File: config.mk
export PLATFORM = sky130hd
export DESIGN_NAME = dma_rr_arbiter
export DESIGN_NICKNAME = d
export VERILOG_FILES = /design/src/rtl/dma_rr_pkg.sv /design/src/rtl/rr_pick.sv /design/src/rtl/word_path.sv /design/src/rtl/dma_rr_arbiter.sv
export SDC_FILE = /design/constraint.sdc
export NUM_CORES = 1
export LEC_CHECK = 0
export BUFFER_PORTS_ARGS = -buffer_cell sky130_fd_sc_hd__buf_2
export CAP_MARGIN = 10
export CORE_MARGIN = 5
export CORE_UTILIZATION = 37
export DETAILED_ROUTE_END_ITERATION = 10
export PLACE_DENSITY = 0.77
export SYNTH_ARGS = -nofsm -noshare
export SYNTH_HDL_FRONTEND = slang
export SYNTH_SLANG_ARGS = --single-unit
File: constraint.sdc
create_clock -name clk -period 1.45 [get_ports clk]
set_input_delay 0.0725 -clock clk [delete_from_list [all_inputs] [get_ports clk]]
set_output_delay 0.0725 -clock clk [all_outputs]
set_load 0.05 [all_outputs]
File: src/rtl/dma_rr_pkg.sv
package dma_rr_pkg;

    typedef enum logic [2:0] {
        ST_IDLE,
        ST_GRANT,
        ST_ACK,
        ST_MOVE,
        ST_DROP,
        ST_HOST,
        ST_HDONE
    } xfer_state_t;

endpackage

File: src/rtl/rr_pick.sv
module rr_pick #(
    parameter int N  = 4,
    parameter int SW = (N > 1) ? $clog2(N) : 1
) (
    input  logic [N-1:0]  ok,
    input  logic [SW-1:0] ptr,
    output logic          any,
    output logic [SW-1:0] pick
);

    // Walk from ptr downwards in distance so the nearest eligible slot wins.
    always_comb begin
        any  = 1'b0;
        pick = '0;
        for (int k = N - 1; k >= 0; k--) begin
            automatic int idx = (int'(ptr) + k) % N;
            if (ok[idx]) begin
                any  = 1'b1;
                pick = idx[SW-1:0];
            end
        end
    end

endmodule

File: src/rtl/word_path.sv
module word_path #(
    parameter int CH = 2,
    parameter int DW = 8,
    parameter int SW = 2
) (
    input  logic            move,
    input  logic            host,
    input  logic [SW-1:0]   slot,
    input  logic            host_we,
    input  logic [DW-1:0]   host_wdata,
    input  logic [CH*DW-1:0] txf_rdata,
    input  logic [DW-1:0]   ctl_rdata,
    output logic [CH-1:0]   rxf_wr,
    output logic [CH-1:0]   txf_rd,
    output logic [DW-1:0]   rxf_wdata,
    output logic [DW-1:0]   ctl_wdata,
    output logic            ctl_rd,
    output logic            ctl_wr
);

    logic          is_rx;
    logic [DW-1:0] tx_byte;

    assign is_rx = (slot < SW'(CH));

    for (genvar c = 0; c < CH; c++) begin : g_chan
        assign rxf_wr[c] = move && (slot == SW'(c));
        assign txf_rd[c] = move && (slot == SW'(CH + c));
    end

    always_comb begin
        tx_byte = '0;
        for (int c = 0; c < CH; c++) begin
            if (slot == SW'(CH + c)) tx_byte = txf_rdata[c*DW +: DW];
        end
    end

    assign rxf_wdata = ctl_rdata;
    assign ctl_wdata = host ? host_wdata : tx_byte;
    assign ctl_rd    = (move && is_rx)  || (host && !host_we);
    assign ctl_wr    = (move && !is_rx) || (host && host_we);

endmodule

File: src/rtl/dma_rr_arbiter.sv
module dma_rr_arbiter #(
    parameter int CH = 2,
    parameter int DW = 8
) (
    input  logic              clk,
    input  logic              rst_n,
    input  logic [2*CH-1:0]   dreq,
    output logic [2*CH-1:0]   dack,
    input  logic [CH-1:0]     rxf_full,
    output logic [CH-1:0]     rxf_wr,
    output logic [DW-1:0]     rxf_wdata,
    input  logic [CH-1:0]     txf_empty,
    output logic [CH-1:0]     txf_rd,
    input  logic [CH*DW-1:0]  txf_rdata,
    input  logic [DW-1:0]     ctl_rdata,
    output logic [DW-1:0]     ctl_wdata,
    output logic              ctl_rd,
    output logic              ctl_wr,
    input  logic              host_req,
    input  logic              host_we,
    input  logic [DW-1:0]     host_wdata,
    output logic [DW-1:0]     host_rdata,
    output logic              host_done
);
    import dma_rr_pkg::*;

    localparam int N  = 2 * CH;
    localparam int SW = $clog2(N);

    xfer_state_t   state, nxt;
    logic [SW-1:0] ptr, slot, pick;
    logic [N-1:0]  ok;
    logic          any, move, host;

    // Eligibility: receive slots need room, transmit slots need data.
    for (genvar s = 0; s < N; s++) begin : g_ok
        if (s < CH) begin : g_rx
            assign ok[s] = dreq[s] && !rxf_full[s];
        end else begin : g_tx
            assign ok[s] = dreq[s] && !txf_empty[s-CH];
        end
    end

    rr_pick #(.N(N), .SW(SW)) u_pick (
        .ok   (ok),
        .ptr  (ptr),
        .any  (any),
        .pick (pick)
    );

    always_ff @(posedge clk or negedge rst_n) begin
        if (!rst_n) state <= ST_IDLE;
        else        state <= nxt;
    end

    always_comb begin
        nxt = state;
        unique case (state)
            ST_IDLE: begin
                if (host_req) nxt = ST_HOST;
                else if (any) nxt = ST_GRANT;
            end
            ST_GRANT: nxt = ST_ACK;
            ST_ACK:   nxt = ST_MOVE;
            ST_MOVE:  nxt = ST_DROP;
            ST_DROP:  nxt = ST_IDLE;
            ST_HOST:  nxt = ST_HDONE;
            ST_HDONE: nxt = ST_IDLE;
            default:  nxt = ST_IDLE;
        endcase
    end

    always_ff @(posedge clk or negedge rst_n) begin
        if (!rst_n) begin
            ptr  <= '0;
            slot <= '0;
        end else if (state == ST_IDLE && !host_req && any) begin
            slot <= pick;
            ptr  <= (pick == SW'(N - 1)) ? '0 : pick + 1'b1;
        end
    end

    always_ff @(posedge clk or negedge rst_n) begin
        if (!rst_n)                            host_rdata <= '0;
        else if (state == ST_HOST && !host_we) host_rdata <= ctl_rdata;
    end

    always_comb begin
        dack      = '0;
        move      = 1'b0;
        host      = 1'b0;
        host_done = 1'b0;
        unique case (state)
            ST_ACK:   dack = N'(1) << slot;
            ST_MOVE: begin
                dack = N'(1) << slot;
                move = 1'b1;
            end
            ST_HOST:  host = 1'b1;
            ST_HDONE: host_done = 1'b1;
            default: ;
        endcase
    end

    word_path #(.CH(CH), .DW(DW), .SW(SW)) u_path (
        .move       (move),
        .host       (host),
        .slot       (slot),
        .host_we    (host_we),
        .host_wdata (host_wdata),
        .txf_rdata  (txf_rdata),
        .ctl_rdata  (ctl_rdata),
        .rxf_wr     (rxf_wr),
        .txf_rd     (txf_rd),
        .rxf_wdata  (rxf_wdata),
        .ctl_wdata  (ctl_wdata),
        .ctl_rd     (ctl_rd),
        .ctl_wr     (ctl_wr)
    );

    AST_ACK_ONEHOT: assert property (@(posedge clk) disable iff (!rst_n)
        $onehot0(dack));

    AST_STROBE_IN_ACK: assert property (@(posedge clk) disable iff (!rst_n)
        (|rxf_wr || |txf_rd) |-> (dack != '0));

    AST_ACK_FALL_AFTER_MOVE: assert property (@(posedge clk) disable iff (!rst_n)
        $fell(|dack) |-> $past(|rxf_wr || |txf_rd));

    AST_HOST_QUIET: assert property (@(posedge clk) disable iff (!rst_n)
        host_done |-> (dack == '0 && $past(ctl_rd || ctl_wr)));

    for (genvar c = 0; c < CH; c++) begin : g_gate_chk
        AST_TX_GATE: assert property (@(posedge clk) disable iff (!rst_n)
            $rose(dack[CH+c]) |-> $past(!txf_empty[c] && dreq[CH+c], 2));
        AST_RX_GATE: assert property (@(posedge clk) disable iff (!rst_n)
            $rose(dack[c]) |-> $past(!rxf_full[c] && dreq[c], 2));
    end

endmodule

# Word level (Yosys, flattened, before mapping)

Index checks and enable logic that the tools add are counted.

Bits in registers: 15
Bits of input ports: 44
Output and inout port bits: 35
Logic and storage cells: 87

Add/sub/neg operators: 4
Order comparisons: 5
Eq/ne operators: 10
Shifts and indexed selects: 1
Muxes and demuxes: 30
Bitwise operators: 3
Reductions and logical operators: 30

Operator list:

| operator                                            | count |
|---|---|
| 2-to-1 mux 8 bit                                    | 3 |
| logical AND 1 bit                                   | 15 |
| one-hot mux 3 bit (5 select lines)                  | 1 |
| 2-to-1 mux 1 bit                                    | 14 |
| < comparator 3 x 4 -> 1 bit (second input constant) | 3 |
| 2-to-1 mux 2 bit                                    | 5 |
| binary-select mux 1 bit (select 2 bit)              | 4 |
| OR reduction 2 bit                                  | 4 |
| logical NOT 1 bit                                   | 7 |
| == test 2 bit (second input constant)               | 3 |
| == test 3 x 2 -> 1 bit (second input constant)      | 2 |
| == test 3 bit (second input constant)               | 2 |
| 2-to-1 mux 3 bit                                    | 2 |
| adder 2 x 1 -> 2 bit (second input constant)        | 2 |
| adder 2 bit (second input constant)                 | 2 |
| 2-to-1 mux 4 bit                                    | 1 |
| left shift 1 x 2 -> 4 bit (first input constant)    | 1 |
| bitwise AND 1 bit (first input constant)            | 3 |
| == test 3 x 1 -> 1 bit (second input constant)      | 1 |
| logical NOT 3 bit                                   | 1 |
| < comparator 2 x 3 -> 1 bit (second input constant) | 1 |
| inequality test 3 bit (second input constant)       | 1 |
| == test 2 x 1 -> 1 bit (second input constant)      | 1 |
| logical NOT 2 bit                                   | 1 |
| other kinds (2)                                     | 3 |

# Depth between registers and ports, before layout

Word-level depth: 13
Depth in mapped cells: 5
Mapped depth without buffers: 5

# Cells and area by module

From an unflattened synthesis, not the netlist that was laid out.

Cells, all modules: 114
Area total of the unflattened synthesis: 1097.3 um^2

By module, submodules not included:

| module         | times used | cells each | area each (um^2) | seq. area each (um^2) |
|---|---|---|---|---|
| dma_rr_arbiter | 1          | 57         | 738.2            | 375.4 |
| word_path      | 1          | 44         | 281.5            | 0.0 |
| rr_pick        | 1          | 13         | 77.6             | 0.0 |

# Worst setup path after synthesis

No wires, ideal clock.

Path type: flip-flop to output port
Start: register state[1]
End: output txf_rd[0]
Data arrival time: 1.874 ns
Required time: 1.378 ns
Slack: -0.497 ns
Stages on the path, launching flop included: 5
Path buffers: 1
Cell sequence: dfrtp_1 buf_2 nor2b_1 nand2_1 nor3_1

Cells in the longest elaborated chain, start to end: 3

RTL lines:

| item                     | line                 | source |
|---|---|---|
| start: declaration       | dma_rr_arbiter.sv:30 | `xfer_state_t state, nxt;` |
| start signal: assignment | dma_rr_arbiter.sv:53 | `else state <= nxt;` |
| == test 3 x 2 -> 1 bit   | dma_rr_arbiter.sv:93 | `unique case (state)` |
| 2-to-1 mux 1 bit         | dma_rr_arbiter.sv:93 |  |
| logical AND 1 bit        | word_path.sv:28      | `assign txf_rd[c] = move && (slot == SW'(CH + c));` |
| end: declaration         | dma_rr_arbiter.sv:13 | `output logic [CH-1:0] txf_rd,` |

No other way between the ends.

# Final worst setup path

Start: register state[1]
End: output ctl_wdata[6]

Cells in the longest elaborated chain, start to end: 3

RTL lines:

| item             | line                 | source |
|---|---|---|
| == test 3 bit    | dma_rr_arbiter.sv:93 |  |
| 2-to-1 mux 1 bit | dma_rr_arbiter.sv:93 |  |
| 2-to-1 mux 8 bit | word_path.sv:39      | `assign ctl_wdata = host ? host_wdata : tx_byte;` |
| end: declaration | dma_rr_arbiter.sv:16 | `output logic [DW-1:0] ctl_wdata,` |

No other way between the ends.

==> results.cfg <==
[pwr]
p_leak_nw = 0.9543
sequentialPowerShare_pct = 18.6
p_sw_mw = 2.339
swShare_pct = 52.49
ir_drop_mv = 0.9758
pwr-share-comb_pct = 76.1
p_int_mw = 2.117
total_power_mw = 4.455
p_per_area_nw_per_um2 = 2293
clockPowerShare_pct = 5.3

[timing]
setup_violations = 30
post-route-period-util_pct = 114.8
fin_crit_ps = 1665
slew_headroom_pct = 74.10
final_hold_viol_count = 0
setup_tns_ps = -3185
rsz0062_at_grt = yes
tightestPinTransition_ps = 387.7
fin_worst_skew_ps = 1.266
max_freq_mhz = 600.7
slew_viol_final = 0
worst_slack_ps = -214.8

[layout]
area_growth_pct = 75.28
final-seq-area_um2 = 380.4
fillers = 203
nNetsFinal = 247
drive_gt1_share_pct = 70.30
diodes = 0
multi_input_area_um2 = 783.3
layout.cells.non_filler = 233
final_area_um2 = 1943

[floorplan]
num_rows = 19
fp.coreArea_um2 = 2805
start_util_pct = 39.52
fp.dieH_um = 64.74
io_pins = 79
die_w_um = 64.74
dieArea_um2 = 4191

[critical_path]
path_class = register to output port
crit_path_max_fanout = 8
arrival_ps = 1590
r2r-start = state[0]$_DFFE_PN0P_
cp.required_ps = 1380
cp-end-kind = output port
startpoint_type = register
reg2reg_slack_ps = -190
r2r-end = slot[1]$_DFFE_PN0P_
reg2reg_depth = 4

[clock_tree]
cts_buffers = 3
cts-root-buf = clkbuf_4
cts_tree = built
clk_pin_slew_ps = 90
clockBufferDepth = 2
htree_num_levels = 1
clk_latency_ps = 280
numClockSinks = 15

[logic_synthesis]
synth_warnings = 0
async_flop_share_pct = 100.0
synth_seq_cells = 15
syn-num-nets = 161
syn-instance-count = 117
synth-edff-count = 0
syn_area_um2 = 1109
yosysSeqAreaShare_pct = 33.86
yosysUniqueCellTypes = 36
synth.avg_cell_area_um2 = 9.475
synth-main-ff-cell = dfrtp_1

[global_route]
grt_pass1_vias = 1221
grt_max_degree = 16
met1_usage_pct = 19.19
met3_usage_pct = 1.900
busiest_layer = met2
grt_use_met2_pct = 30.78
grt_pass1_wl_mm = 5.540
grt_overflow_total = 0
track_usage_pct = 16.30
antenna_found_initial = 0

[drt]
via_per_inst = 5.352
drc_errors = 0
wl_mm = 3.730
drtAntennaViolNets = 0
drtPass1Iterations = 4
first_iter_violations = 67
num_vias = 1247
wl_per_cell_um = 16.01

[run_status]
outcome = finished with violations
violations = setup timing

[min_path]
whs_path_depth = 2
hp-start = ctl_rdata[3]
min_path_type = input pin to register
min_to = host_rdata[3]$_DFFE_PN0P_

[placed_design]
postPlaceCellArea_um2 = 1594
dpl.hpwl_mm = 2.566
dpl.cell_count = 221
io_buffer_count = 78
gp_congestion = 0.7901

[run]
cap_violations = 0
timing repair:
| action | 4_1_cts | 5_1_grt |
|---|---|---|
| gates cloned | 1 | 0 |
| gates resized for setup | 41 | 35 |
| pin swaps | 2 | 7 |
| setup endpoints to repair | 29 | 32 |
| hold endpoints to repair | 15 | 0 |
| hold buffers | 1 | 0 |
| buffers inserted | 4 | 2 |
worst max-delay path, cell delays in order (launching register included):
cell and delay [ps]:
dfrtp_2 460, nor3b_4 260, buf_6 180, nor2_2 50, a22o_2 220, buf_8 150
metal layers:
| layer | part of all wire, % | wire [µm] | vias up |
|---|---|---|---|
| li1 | - | - | 577 |
| met4 | 1.6 | 60 | 0 |
| met3 | 3.9 | 144 | 6 |
| met5 | 0 | 0 | - |
| met1 | 36 | 1354 | 611 |
| met2 | 58 | 2170 | 53 |
kinds of logic (layout without fill, tap and decap cells):
group | count (synthesis) | in the layout | synth area share, %
AOI/OAI and AO/OA | 22 | 22 | 13.88
muxes | 18 | 18 | 17.61
xor gates and xnor gates | 1 | 1 | 0.7902
DFF | 15 | 15 | 33.86
buffers and inverters | 18 | 103 | 9.819
and+or+nand+nor | 43 | 43 | 24.04
flip-flops by register name (all words and copies together) (netlist names):
register    cells
slot            2
host_rdata      8
state           3
ptr             2
cell usage in the layout, fill, tap and decap left out, drive strengths merged, types with 2 or more instances in the layout:
master	instances
nor2b	4
nor3b	2
a22o	8
o21ai	2
and2b	2
clkbuf	3
nor4	2
nand2b	3
dfrtp	15
a21oi	6
inv	4
mux2i	9
nor2	17
mux2	9
nor3	2
nand3	2
nand2	3
buf	94
stage by stage:
stage / worst slack, ps / hold WS [ps] / util, %
after detailed placement: -57.74 / -12.97 / 56.82
final: -214.8 / 28.97 / 69.27
after CTS: -182.5 / 25.77 / 63.87
after global routing: -289.5 / 19.09 / 69.27
after floorplan: -178.2 / -223.1 / -
after global placement: -11.10 / -19.88 / 56.82
worst max path at each step:
stage	from	to	slack, ps
after CTS	state[1]$_DFFE_PN0P_	ctl_wdata[6]	-180
after detailed placement	state[2]$_DFFE_PN0P_	slot[1]$_DFFE_PN0P_	-60
after global routing	state[2]$_DFFE_PN0P_	ctl_wdata[6]	-290
after global placement	state[0]$_DFFE_PN0P_	slot[1]$_DFFE_PN0P_	-10
after floorplan	slot[0]$_DFFE_PN0P_	dack[1]	-180
final	state[1]$_DFFE_PN0P_	ctl_wdata[6]	-210
final cells by class:
type	count	area share (%)
sequential	15	19.58
tap	31	1.996
timing repair buffer	95	35.80
clock inverter	1	0.2576
clock buffer	3	1.159
inverter	4	0.9015
multi-input combinational	84	40.31
synthesized netlist by cell type (2+ instances only):
cell / instances / area, µm²
nor3_1: 2 / 10.01
nand3_1: 2 / 10.01
a22o_1: 8 / 70.07
mux2_2: 8 / 90.09
o21ai_0: 2 / 10.01
nand2_1: 3 / 11.26
a21oi_1: 6 / 30.03
clkbuf_1: 2 / 7.510
nor4_4: 2 / 42.54
buf_2: 3 / 15.01
buf_4: 8 / 60.06
nand2b_1: 3 / 18.77
dfrtp_1: 15 / 375.4
and2b_1: 2 / 15.01
nor2b_1: 4 / 25.02
nor2_1: 17 / 63.81
mux2i_1: 9 / 90.09
inv_1: 3 / 11.26
power by group through the flow:
| stage | combinational, mW | sequential [mW] | clock, mW |
|---|---|---|---|
| after CTS | 2.97 | 0.838 | 0.237 |
| after global placement | 2.56 | 0.830 | 0 |
| after detailed placement | 2.59 | 0.851 | 0 |
| after global routing | 3.55 | 0.847 | 0.259 |
| after floorplan | 1.71 | 1.14 | 0 |
| final | 3.39 | 0.828 | 0.236 |
(Power assumes the default switching activity.)
